--- src/rtl/rtcirq_pkg.sv ---
package rtcirq_pkg;

    localparam int SRC_N   = 2;
    localparam int SRC_SEC = 0;
    localparam int SRC_ALM = 1;

    localparam logic [31:0] OFS_ALARM  = 32'h18;
    localparam logic [31:0] OFS_STATUS = 32'h20;
    localparam logic [31:0] OFS_MASK   = 32'h24;
    localparam logic [31:0] OFS_ENSET  = 32'h28;
    localparam logic [31:0] OFS_ENCLR  = 32'h2C;

    typedef enum logic [2:0] {
        SEL_NONE,
        SEL_ALARM,
        SEL_STATUS,
        SEL_MASK,
        SEL_ENSET,
        SEL_ENCLR
    } reg_sel_e;

    typedef logic [SRC_N-1:0] src_vec_t;

    // per-source control strobes gathered from the register port
    typedef struct packed {
        src_vec_t sts_clr;
        src_vec_t en_set;
        src_vec_t en_clr;
    } src_ctl_t;

    function automatic reg_sel_e decode_ofs(input logic [31:0] ofs);
        case (ofs)
            OFS_ALARM:  return SEL_ALARM;
            OFS_STATUS: return SEL_STATUS;
            OFS_MASK:   return SEL_MASK;
            OFS_ENSET:  return SEL_ENSET;
            OFS_ENCLR:  return SEL_ENCLR;
            default:    return SEL_NONE;
        endcase
    endfunction

endpackage

--- src/rtl/rtcirq_alarm_match.sv ---
module rtcirq_alarm_match #(
    parameter int CNT_W = 32
) (
    input  logic             clk,
    input  logic             rst,
    input  logic             load,
    input  logic [CNT_W-1:0] load_val,
    input  logic             tick,
    input  logic [CNT_W-1:0] sec_count,
    output logic [CNT_W-1:0] alarm_q,
    output logic             hit
);

    always_ff @(posedge clk) begin
        if (rst)
            alarm_q <= '0;
        else if (load)
            alarm_q <= load_val;
    end

    // compare only when the count has just advanced
    assign hit = tick && (sec_count == alarm_q);

endmodule

--- src/rtl/rtcirq_src_bit.sv ---
module rtcirq_src_bit (
    input  logic clk,
    input  logic rst,
    input  logic hw_set,
    input  logic sw_clr,
    input  logic en_set,
    input  logic en_clr,
    output logic sts_q,
    output logic en_q,
    output logic irq
);

    always_ff @(posedge clk) begin
        if (rst)
            sts_q <= 1'b0;
        else if (hw_set)
            sts_q <= 1'b1;
        else if (sw_clr)
            sts_q <= 1'b0;
    end

    always_ff @(posedge clk) begin
        if (rst)
            en_q <= 1'b0;
        else if (en_set)
            en_q <= 1'b1;
        else if (en_clr)
            en_q <= 1'b0;
    end

    assign irq = sts_q & en_q;

endmodule

--- src/rtl/rtcirq_readback.sv ---
module rtcirq_readback
    import rtcirq_pkg::*;
#(
    parameter int CNT_W  = 32,
    parameter int DATA_W = 32
) (
    input  logic              clk,
    input  logic              rst,
    input  logic              rd_en,
    input  reg_sel_e          sel,
    input  logic [CNT_W-1:0]  alarm,
    input  src_vec_t          sts,
    input  src_vec_t          ena,
    output logic [DATA_W-1:0] rd_data
);

    logic [DATA_W-1:0] mux;

    always_comb begin
        case (sel)
            SEL_ALARM:  mux = DATA_W'(alarm);
            SEL_STATUS: mux = DATA_W'(sts);
            SEL_MASK:   mux = DATA_W'(ena);
            default:    mux = '0;
        endcase
    end

    always_ff @(posedge clk) begin
        if (rst)
            rd_data <= '0;
        else if (rd_en)
            rd_data <= mux;
    end

endmodule

--- src/rtl/rtc_alarm_irq_ctrl.sv ---
module rtc_alarm_irq_ctrl
    import rtcirq_pkg::*;
#(
    parameter int CNT_W  = 32,
    parameter int ADDR_W = 8,
    parameter int DATA_W = 32
) (
    input  logic              clk,
    input  logic              rst,
    input  logic              tick,
    input  logic [CNT_W-1:0]  sec_count,
    input  logic              wr_en,
    input  logic              rd_en,
    input  logic [ADDR_W-1:0] addr,
    input  logic [DATA_W-1:0] wr_data,
    output logic [DATA_W-1:0] rd_data,
    output logic              irq_sec,
    output logic              irq_alarm
);

    reg_sel_e         sel;
    src_ctl_t         ctl;
    src_vec_t         hw_set;
    src_vec_t         sts_bits;
    src_vec_t         ena_bits;
    src_vec_t         irq_bits;
    logic [CNT_W-1:0] alarm_val;
    logic             alarm_hit;

    assign sel = decode_ofs(32'(addr));

    always_comb begin
        ctl.sts_clr = (wr_en && sel == SEL_STATUS) ? wr_data[SRC_N-1:0] : '0;
        ctl.en_set  = (wr_en && sel == SEL_ENSET)  ? wr_data[SRC_N-1:0] : '0;
        ctl.en_clr  = (wr_en && sel == SEL_ENCLR)  ? wr_data[SRC_N-1:0] : '0;
    end

    rtcirq_alarm_match #(.CNT_W(CNT_W)) i_match (
        .clk      (clk),
        .rst      (rst),
        .load     (wr_en && sel == SEL_ALARM),
        .load_val (wr_data[CNT_W-1:0]),
        .tick     (tick),
        .sec_count(sec_count),
        .alarm_q  (alarm_val),
        .hit      (alarm_hit)
    );

    always_comb begin
        hw_set          = '0;
        hw_set[SRC_SEC] = tick;
        hw_set[SRC_ALM] = alarm_hit;
    end

    for (genvar s = 0; s < SRC_N; s++) begin : g_src
        rtcirq_src_bit i_bit (
            .clk   (clk),
            .rst   (rst),
            .hw_set(hw_set[s]),
            .sw_clr(ctl.sts_clr[s]),
            .en_set(ctl.en_set[s]),
            .en_clr(ctl.en_clr[s]),
            .sts_q (sts_bits[s]),
            .en_q  (ena_bits[s]),
            .irq   (irq_bits[s])
        );
    end

    rtcirq_readback #(.CNT_W(CNT_W), .DATA_W(DATA_W)) i_rb (
        .clk    (clk),
        .rst    (rst),
        .rd_en  (rd_en),
        .sel    (sel),
        .alarm  (alarm_val),
        .sts    (sts_bits),
        .ena    (ena_bits),
        .rd_data(rd_data)
    );

    assign irq_sec   = irq_bits[SRC_SEC];
    assign irq_alarm = irq_bits[SRC_ALM];

endmodule

--- config.mk ---
export PLATFORM = sky130hd
export DESIGN_NAME = rtc_alarm_irq_ctrl
export DESIGN_NICKNAME = d
export VERILOG_FILES = /design/src/rtl/rtcirq_pkg.sv /design/src/rtl/rtcirq_alarm_match.sv /design/src/rtl/rtcirq_src_bit.sv /design/src/rtl/rtcirq_readback.sv /design/src/rtl/rtc_alarm_irq_ctrl.sv
export SDC_FILE = /design/constraint.sdc
export NUM_CORES = 1
export LEC_CHECK = 0
export ABC_CLOCK_PERIOD_IN_PS = 2170
export BUFFER_PORTS_ARGS = -buffer_cell sky130_fd_sc_hd__clkbuf_2
export CORE_MARGIN = 2
export CORE_UTILIZATION = 49
export CTS_CLUSTER_DIAMETER = 30
export DETAILED_ROUTE_END_ITERATION = 8
export PLACE_DENSITY = 0.79
export SYNTH_ARGS = -nofsm -noshare
export SYNTH_HDL_FRONTEND = slang
export SYNTH_HIERARCHICAL = 1
export SYNTH_SLANG_ARGS = --single-unit
--- constraint.sdc ---
create_clock -name clk -period 2.17 [get_ports clk]
set_clock_uncertainty 0.2 [all_clocks]
set_input_delay 0.3255 -clock clk [delete_from_list [all_inputs] [get_ports clk]]
set_output_delay 0.3255 -clock clk [all_outputs]
set_load 0.05 [all_outputs]
=== Yosys cells after proc, flatten, opt, wreduce, memory -nomap -nowiden ===
Index checks and enable logic that the tools add are counted.

* Bitwise logic cells: 2
* Eq/ne operators: 11
* Mux-type cells: 13
* Reduce and logical (&&, ||, !) cells: 9

{| class="wikitable"
|+ Operators by type and width
! kind !! number
|-
| $pmux 32 s3 || 1
|-
| $eq 32x32->1 || 1
|-
| $eq 8x6->1 const B || 4
|-
| $pmux 3 s5 || 1
|-
| $eq 8x5->1 const B || 1
|-
| $mux 1 || 8
|-
| $reduce_bool 2->1 || 4
|-
| $eq 3x2->1 const B || 2
|-
| $eq 3x3->1 const B || 2
|-
| $mux 2 || 3
|-
| $logic_and 1x1->1 || 5
|-
| $eq 3x1->1 const B || 1
|-
| $and 1x1->1 || 2
|}

* Output and inout port bits: 34
* Bits in registers: 68
* Logic and storage cells: 41
* Input bits: 77

=== Longest topological paths before layout ===
Gate-level depths: netlist of run 1.

* Depth after elaboration: 7
* Mapped depth: 7

=== By module ===
Netlist of run 1, hierarchy kept.

{| class="wikitable"
|+ By module, submodules not included
! module !! area each (um^2) !! instances !! cells each
|-
| rtcirq_alarm_match || 1,475.2 || 1 || 147
|-
| rtcirq_readback || 1,316.3 || 1 || 114
|-
| rtc_alarm_irq_ctrl || 152.6 || 1 || 17
|-
| rtcirq_src_bit || 76.3 || 2 || 9
|}

=== Worst setup path after synthesis of run 1 ===
Ideal clock, no wire load.

* Path kind: input-to-reg
* From: input port addr[5]
* To: register i_rb.rd_data[1]
* Stages on the path: 6
* Data required time: 1.837 ns
* Arrival time: 1.554 ns
* Setup slack: 0.282 ns
* Cell sequence: nor2b_1 -> a21o_1 -> and2_2 -> mux2_2 -> a222oi_1 -> a211oi_2

* Word-level cells in the longest chain between the ends: 4
* Elaborated cells between the ends (all ways): 10
* Those cells by class: 8 x eq/ne; 2 x mux

{| class="wikitable"
|+ Ends and longest elaborated chain
! item !! RTL line !! source
|-
| from (decl) || rtc_alarm_irq_ctrl.sv:14 || <nowiki>input logic [ADDR_W-1:0] addr,</nowiki>
|-
| $eq 8x6->1 or $eq 8x5->1 (tied branches) || rtcirq_pkg.sv:32 || <nowiki>case (ofs)</nowiki>
|-
| $pmux 3 s5 * || rtcirq_pkg.sv:32 ||
|-
| named net sel[0] || rtc_alarm_irq_ctrl.sv:21 || <nowiki>reg_sel_e sel;</nowiki>
|-
| $eq 3x2->1 or $eq 3x1->1 (tied branches) || rtcirq_readback.sv:20 || <nowiki>case (sel)</nowiki>
|-
| $pmux 32 s3 * || rtcirq_readback.sv:20 ||
|-
| to (signal assigned) || rtcirq_readback.sv:32 || <nowiki>rd_data <= mux;</nowiki>
|-
| to (decl) || rtcirq_readback.sv:14 || <nowiki>output logic [DATA_W-1:0] rd_data</nowiki>
|}

The timed path passes the listed nets; every way through them passes the cells marked *.
A chain may end at the register's enable or synchronous reset.

=== Worst setup path in the final report of run 1 ===
* From: input port addr[2]
* To: register i_rb.rd_data[13]

Same word-level chain as after synthesis.

==> flow_summary.json, run 1 <==
{
  "syn_avg_cell_area_um2": 10.46,
  "cts_resized": 0,
  "worstMarginPinSlew_ns": 0.6168,
  "synth_top_area_share_pct": 43.96,
  "p_per_area_mw_per_mm2": 629.0,
  "area_growth_pct": 26.30,
  "rsz0062_at_grt": "false",
  "drtPass1Iterations": 4,
  "ant_nets": 0,
  "met1_length_um": 3228,
  "p_leak_nw": 1.662,
  "grt_first_pass_wirelength_um": 11550,
  "power_mw": 2.460,
  "endpoint_kind": "register",
  "coreArea_mm2": 0.006026,
  "nets": 485,
  "routed_via_density": 5.219,
  "slew_headroom_pct": 58.88,
  "synthArstFlopShare_pct": 0,
  "synthTopCellsByCount": "68 x dfxtp_1, 64 x nor2_1, 32 x mux2i_1",
  "status": "completed",
  "fin_crit_sh_pct": 87.96,
  "critPathKind": "in2reg",
  "wl_met3_um": 399,
  "die_h_um": 83.50,
  "dp.cells": 472,
  "route.detailed.drc": 0,
  "clock.fmax_mhz": 523.9,
  "min_period_ns": 1.909,
  "synth_cell_types": 37,
  "htreeDepth": 3,
  "topRoutingLayerUsed": "met4",
  "grt_usage_pct": 20.71,
  "path_clk_slew_ns": 0.07,
  "grt_pass1_vias": 2472,
  "postCtsSetupBuffers": 0,
  "vias": 2547,
  "ys_ff_latch": 68,
  "synthFlopType": "dfxtp_1",
  "slew_viol_final": 0,
  "wl_met2_um": 3552,
  "fill_cells": 501,
  "cts_hold_buf": 0,
  "synth_nets": 373,
  "synthCells": 296,
  "hold_viol": 0,
  "finalSetupViolations": 0,
  "clk-insertion-delay-late_ns": 0.33,
  "cp-start-kind": "primary input",
  "hp-class": "in2reg",
  "hpwlAfterDp_um": 5305,
  "antenna_found_initial": 0,
  "drt_iter0_markers": 71,
  "ios": 111,
  "die_w_um": 83.50,
  "worstPathMaxFanout": 30,
  "synth-edff-count": 0,
  "clock_path_buffers": 2,
  "wl_per_cell_um": 14.98,
  "start_util_pct": 51.39,
  "ys_warn_count": 6,
  "cts_tree": "done",
  "cts.sinks": 68,
  "dieArea_mm2": 0.006971,
  "finalWeightedCongestion": 0.8033,
  "rows": 28,
  "port-buffer-count": 110,
  "yosysMostFrequentCell": "dfxtp_1",
  "grt_max_degree": 69,
  "synth.area.top_cells": "dfxtp_1 44%, a22oi_2 12%, mux2i_1 10%",
  "cts_buffers": 9,
  "fin_cells": 488,
  "root_buffer": "clkbuf_8",
  "drv_cap": 0,
  "arrival_ns": 1.97,
  "yosysTopAreaCell": "dfxtp_1",
  "synthesis.area_mm2": 0.003097,
  "overflow": 0,
  "cp.required_ns": 2.23,
  "drive_above_1_share_pct": 42.37,
  "ys_seq_area_share_pct": 43.96,
  "diodes": 0,
  "wl_um": 7311,
  "vdd.ir_drop.worst_mv": 0.3867
}
-- area by class of cell --
| class | instances | area [um2] | area share, % |
|---|---|---|---|
| clock inverter | 4 | 47.55 | 1.216 |
| multi-input combinational | 207 | 1607 | 41.07 |
| clock buffer | 12 | 155.1 | 3.967 |
| sequential | 68 | 1361 | 34.80 |
| timing repair buffer | 117 | 628.1 | 16.06 |
| inverter | 5 | 18.77 | 0.4798 |
| tap | 75 | 93.84 | 2.399 |
-- sequential cells by signal, indices dropped and copies added, names as in the netlist --
| signal | cells |
|---|---|
| g_src.i_bit/sts_q | 2 |
| i_rb/rd_data | 32 |
| g_src.i_bit/en_q | 2 |
| i_match/alarm_q | 32 |
-- final timing paths --
check / startpoint / to / slack [ns] / depth (start not counted)
worst max-delay path: addr[2] / i_rb/rd_data[13] / 0.26 / 7
worst min-delay path: wr_data[17] / i_match/alarm_q[17] / 0.03 / 3
worst max register to register: i_match/alarm_q[24] / g_src[1].i_bit/sts_q / 0.39 / 6
worst min register to register: g_src[1].i_bit/en_q / g_src[1].i_bit/en_q / 0.29 / 2
-- metrics by stage --
step | setup TNS, ns | hold slack (ns) | area, um2 | util [%] | setup WS (ns)
CTS | 0 | 0.01878 | 3911 | 64.91 | 0.2822
global route | 0 | 0.02848 | 3911 | 64.91 | 0.1924
finish | 0 | 0.03124 | 3911 | 64.91 | 0.2612
global placement | 0 | 0.2715 | 3709 | 61.54 | 0.02619
floorplan | 0 | 0.1901 | 3097 | - | 0.2823
detailed placement | -0.8672 | 0.2747 | 3709 | 61.54 | -0.07555
-- placed cells by master (no fill, tap or decap), drive strengths merged, types with 5 or more instances in the layout --
cell type	n
a21oi	5
mux2i	32
a22oi	30
nor2	64
clkbuf	122
xor2	31
nor4	8
inv	5
dfxtp	68
buf	7
-- critical path, cell delays in order --
cell and delay (ns):
clkbuf_2 0.10, and4bb_2 0.31, a21o_1 0.11, and2_2 0.20, and4bb_4 0.65, a22oi_2 0.12
nor2_1 0.13
-- power by group --
part	internal [mW]	total [mW]	switching, mW
registers	1.25	1.25	0.00171
clock network	0.590	1.04	0.447
logic	0.0818	0.172	0.0905
total	1.92	2.46	0.539
-- cells by family (layout without fill, tap and decap cells) --
kind of cell,count (synthesis),count (layout),synth area share (%)
AO/OA/AOI/OAI,40,40,14.63
XOR/XNOR,32,32,9.051
buffers and inverters,21,138,4.161
flip-flops,68,68,43.96
multiplexers,34,34,11.07
AND/OR/NAND/NOR,101,101,17.13
-- routing by layer --
metal,track usage (%),up-vias
met3,4.847,12
met1,25.05,1195
met5,0,-
met2,35.26,77
li1,-,1263
met4,8.798,0
(Power assumes the default switching activity.)
==> inputs of run 2 (changes only) <==
--- a/config.mk
+++ b/config.mk
@@ -11,6 +11,7 @@
 export CORE_UTILIZATION = 49
 export CTS_CLUSTER_DIAMETER = 30
 export DETAILED_ROUTE_END_ITERATION = 8
+export MAX_ROUTING_LAYER = met4
 export PLACE_DENSITY = 0.79
 export SYNTH_ARGS = -nofsm -noshare
 export SYNTH_HDL_FRONTEND = slang
==> run 2 against run 1 <==
Worst setup slack gained 0.0027 ns. Largest cell class unchanged. Combinational power is essentially flat. Count of clock-buffer cells in the layout is the same. Clock power is essentially flat. Global-route usage grew 0.67 points. Hold slack lost 0.00056 ns. Sequential share of layout area is the same. Critical endpoint unchanged.
==> flow_summary.json, run 2 (synthesis gave the netlist of run 1 again) <==
{
  "path_clk_slew_ns": 0.07,
  "min_from": "wr_data[17]",
  "crit_end": "i_rb/rd_data[13]",
  "p_leak_nw": 1.662,
  "fin_util_pct": 64.91,
  "p_per_area_mw_per_mm2": 630.7,
  "diodes": 0,
  "reg.largest.list": "i_match/alarm_q: 32 flops, i_rb/rd_data: 32 flops",
  "grt_pass1_vias": 2479,
  "htreeDepth": 3,
  "drv_cap": 0,
  "die_w_um": 83.50,
  "clk-insertion-delay-late_ns": 0.33,
  "start_util_pct": 51.39,
  "vias": 2561,
  "drtPass1Iterations": 4,
  "root_buffer": "clkbuf_8",
  "hpwlAfterDp_um": 5305,
  "die_h_um": 83.50,
  "slew_viol_final": 0,
  "coreArea_mm2": 0.006026,
  "route.detailed.drc": 0,
  "path_buf_inv": 1,
  "r2r_end": "g_src[1].i_bit/sts_q",
  "crit_chain": "clkbuf_2, and4bb_2, a21o_1, and2_2, and4bb_4, a22oi_2, nor2_1",
  "arrival_ns": 1.97,
  "worst_path_max_delay_cell": "and4bb_4",
  "cp.depth": 7,
  "wl_per_cell_um": 15.08,
  "layout_common_cells": "110 x clkbuf_2, 68 x dfxtp_1, 64 x nor2_1",
  "grt_usage_pct": 21.38,
  "worstMarginPinSlew_ns": 0.6129,
  "clock_path_buffers": 2,
  "cts_tree": "done",
  "area_growth_pct": 26.30,
  "r2r-start": "i_match/alarm_q[24]",
  "cp-start-kind": "primary input",
  "critPathKind": "in2reg",
  "rsz0062_at_grt": "false",
  "hold_viol": 0,
  "fin_crit_sh_pct": 87.84,
  "slew_headroom_pct": 59.14,
  "antenna_found_initial": 0,
  "finalWeightedCongestion": 0.8150,
  "worstPathMaxFanout": 30,
  "cts_resized": 0,
  "grt_max_degree": 69,
  "final.setup.tns_ns": 0,
  "endpoint_kind": "register",
  "ios": 111,
  "wl_um": 7359,
  "ant_nets": 0,
  "routed_via_density": 5.248,
  "postCtsSetupBuffers": 0,
  "dieArea_mm2": 0.006971,
  "overflow": 0,
  "vdd.ir_drop.worst_mv": 0.3921,
  "final_common_cell": "clkbuf_2",
  "status": "completed",
  "rows": 28,
  "cts_hold_buf": 0,
  "crit_family": "simple AND/OR/NAND/NOR gates",
  "post_dp_cell_area_mm2": 0.003709,
  "min_period_ns": 1.906,
  "reg2regPathDepth": 6,
  "grt_first_pass_wirelength_um": 11570,
  "nets": 485,
  "postLayoutCellArea_mm2": 0.003911,
  "cpPeakStageDelay_ns": 0.65,
  "drive_above_1_share_pct": 42.37,
  "r2r_slack_ns": 0.40,
  "drt_iter0_markers": 82,
  "worstSetupStartpoint": "addr[2]",
  "cts.sinks": 68,
  "clock.fmax_mhz": 524.6,
  "cts_buffers": 9,
  "cp.required_ns": 2.24,
  "hp-class": "in2reg",
  "finalSetupViolations": 0,
  "port-buffer-count": 110
}
[run 2: cell counts in the layout (fill, tap and decap cells not counted)]
Identical to the previous run, type by type.
[run 2: layer usage]
layer  global-route usage [%]  up-vias  routed length (um)
met1                    25.60     1212                3282
met2                    35.12       77                3616
li1                         -     1262                   -
met3                    4.550       10                 341
met4                    8.798        0                 119
met5                        -        -                   0
[run 2: how the worst min path moves through the flow]
stage                     endpoint  slack, ns  cells past startpoint
4_1_cts        i_match/alarm_q[21]       0.02                      3
3_5_place_dp   g_src[1].i_bit/en_q       0.27                      2
6_report       i_match/alarm_q[17]       0.03                      3
5_1_grt         i_match/alarm_q[7]       0.02                      3
2_1_floorplan      i_rb/rd_data[0]       0.19                      1
3_3_place_gp   g_src[1].i_bit/en_q       0.27                      2
[run 2: worst reg2reg max path: stages, from the launching register on]
cell and delay, ns:
dfxtp_1 0.35, xor2_1 0.17, nor4_1 0.43, nand4_1 0.18
nor3_2 0.20, inv_1 0.07, a21oi_1 0.11
[run 2: per-stage QoR]
step | power, mW | instances | setup WS (ns) | hold slack (ns)
CTS | 2.484 | 488 | 0.2822 | 0.01878
global placement | 1.448 | 472 | 0.02619 | 0.2715
detailed placement | 1.452 | 472 | -0.07555 | 0.2747
floorplan | 1.344 | 296 | 0.2823 | 0.1901
global route | 2.548 | 488 | 0.1952 | 0.02411
finish | 2.467 | 488 | 0.2639 | 0.03068
[run 2: layout make-up]
class | instances | area [um2]
Clock inverter | 4 | 47.55
Fill cell | 501 | 2115
Clock buffer | 12 | 155.1
Sequential cell | 68 | 1361
Multi-Input combinational cell | 207 | 1607
Timing Repair Buffer | 117 | 628.1
Tap cell | 75 | 93.84
Inverter | 5 | 18.77
[run 2: report_power, final]
part           switching [mW]  internal [mW]
clock                   0.453          0.590
sequential            0.00165           1.25
combinational          0.0912         0.0818
==> inputs of run 3 (changes only) <==
--- a/config.mk
+++ b/config.mk
@@ -12,7 +12,7 @@
 export CTS_CLUSTER_DIAMETER = 30
 export DETAILED_ROUTE_END_ITERATION = 8
 export MAX_ROUTING_LAYER = met4
-export PLACE_DENSITY = 0.79
+export PLACE_DENSITY = 0.9
 export SYNTH_ARGS = -nofsm -noshare
 export SYNTH_HDL_FRONTEND = slang
 export SYNTH_HIERARCHICAL = 1
==> run 3 against run 2 <==
Wire length fell by 2.8%. Non-clock buffer count did not move. Via count fell by 0.98%. Clock power rose by 8%. Global-route usage rose by 0.29 points. Critical path type unchanged. Largest cell class unchanged.
==> flow_summary.json, run 3 (synthesis gave the netlist of run 1 again) <==
{
  "vdd.ir_drop.worst_mv": 0.3550,
  "drt_iter0_markers": 90,
  "antenna_found_initial": 0,
  "grt_usage_pct": 21.66,
  "postLayoutCellArea_mm2": 0.003926,
  "min_period_ns": 1.874,
  "final_common_cell": "clkbuf_2",
  "grt_max_degree": 69,
  "arrival_ns": 1.94,
  "root_buffer": "clkbuf_8",
  "route.detailed.drc": 0,
  "ios": 111,
  "endpoint_kind": "register",
  "worstPathMaxFanout": 30,
  "clock_path_buffers": 2,
  "area_growth_pct": 26.79,
  "setup_ws_ns": 0.2957,
  "drv_cap": 0,
  "fin_util_pct": 65.16,
  "crit_chain": "clkbuf_2, and4bb_2, a21o_1, and2_2, and4bb_4, a22oi_2, nor2_1",
  "drive_above_1_share_pct": 42.13,
  "wl_per_cell_um": 14.65,
  "hp-class": "in2reg",
  "cp.required_ns": 2.24,
  "cp-start-kind": "primary input",
  "layout_common_cells": "110 x clkbuf_2, 68 x dfxtp_1, 64 x nor2_1",
  "finalSetupViolations": 0,
  "slew_headroom_pct": 58.54,
  "overflow": 0,
  "clk-insertion-delay-late_ns": 0.33,
  "reg.largest.list": "i_match/alarm_q: 32 flops, i_rb/rd_data: 32 flops",
  "routed_via_density": 5.197,
  "hpwlAfterDp_um": 5287,
  "p_per_area_mw_per_mm2": 647.7,
  "dieArea_mm2": 0.006971,
  "cpPeakStageDelay_ns": 0.66,
  "grt_pass1_vias": 2480,
  "cts_buffers": 9,
  "diodes": 0,
  "vias": 2536,
  "fin_cells": 488,
  "cts_tree": "done",
  "start_util_pct": 51.39,
  "final.setup.tns_ns": 0,
  "path_clk_slew_ns": 0.07,
  "critPathKind": "in2reg",
  "pre_cts_ws_ns": -0.03970,
  "post_dp_cell_area_mm2": 0.003709,
  "htreeDepth": 3,
  "wl_um": 7151,
  "die_h_um": 83.50,
  "p_leak_nw": 1.667,
  "worstMarginPinSlew_ns": 0.6219,
  "cts.sinks": 68,
  "cts_resized": 0,
  "die_w_um": 83.50,
  "coreArea_mm2": 0.006026,
  "finalWeightedCongestion": 0.8482,
  "slew_viol_final": 0,
  "port-buffer-count": 110,
  "clock.fmax_mhz": 533.5,
  "postCtsSetupBuffers": 0,
  "grt_first_pass_wirelength_um": 11690,
  "hold_viol": 0,
  "fin_crit_sh_pct": 86.37,
  "ant_nets": 0,
  "worst_path_max_delay_cell": "and4bb_4",
  "nets": 485,
  "drtPass1Iterations": 4,
  "status": "completed",
  "cts_hold_buf": 0,
  "dp.cells": 472,
  "rsz0062_at_grt": "false",
  "rows": 28
}
run 3: worst max-delay path, delay by kind of cell:
kind / cells / cell delay (ns)
AOI/OAI and AO/OA: 2 / 0.23
buffers and inverters: 1 / 0.10
and+or+nand+nor: 4 / 1.27
run 3: layout make-up:
type	count	area, um2
Fill cell	509	2100
Sequential cell	68	1361
Inverter	5	18.77
Clock inverter	4	72.57
Timing Repair Buffer	117	628.1
Tap cell	75	93.84
Multi-Input combinational cell	207	1607
Clock buffer	12	145.1
run 3: worst paths after layout:
path / startpoint / to / slack (ns) / cells past startpoint
max reg2reg: i_match/alarm_q[30] / g_src[1].i_bit/sts_q / 0.43 / 6
min: wr_data[18] / i_match/alarm_q[18] / 0.03 / 3
max: addr[2] / i_rb/rd_data[12] / 0.30 / 7
min reg2reg: g_src[0].i_bit/en_q / g_src[0].i_bit/en_q / 0.28 / 2
run 3: where the power goes:
group          switching [mW]  internal (mW)  total (mW)  leakage (nW)
clock network           0.444          0.678        1.12         0.107
logic                  0.0884         0.0819       0.170          1.01
registers             0.00149           1.25        1.25         0.548
total                   0.534           2.01        2.54          1.67
run 3: metal layers:
layer	vias up	wire length, um	GRT usage [%]
met5	-	0	-
met4	0	139	9.384
met3	12	430	5.440
met2	96	3371	32.99
met1	1166	3209	27.42
li1	1262	-	-
run 3: through the flow:
| step | hold slack [ns] | power [mW] |
|---|---|---|
| after floorplan | 0.1901 | 1.344 |
| after global placement | 0.2733 | 1.447 |
| after detailed placement | 0.2785 | 1.449 |
| after CTS | 0.01020 | 2.572 |
| after global routing | 0.02214 | 2.646 |
| final | 0.02768 | 2.543 |
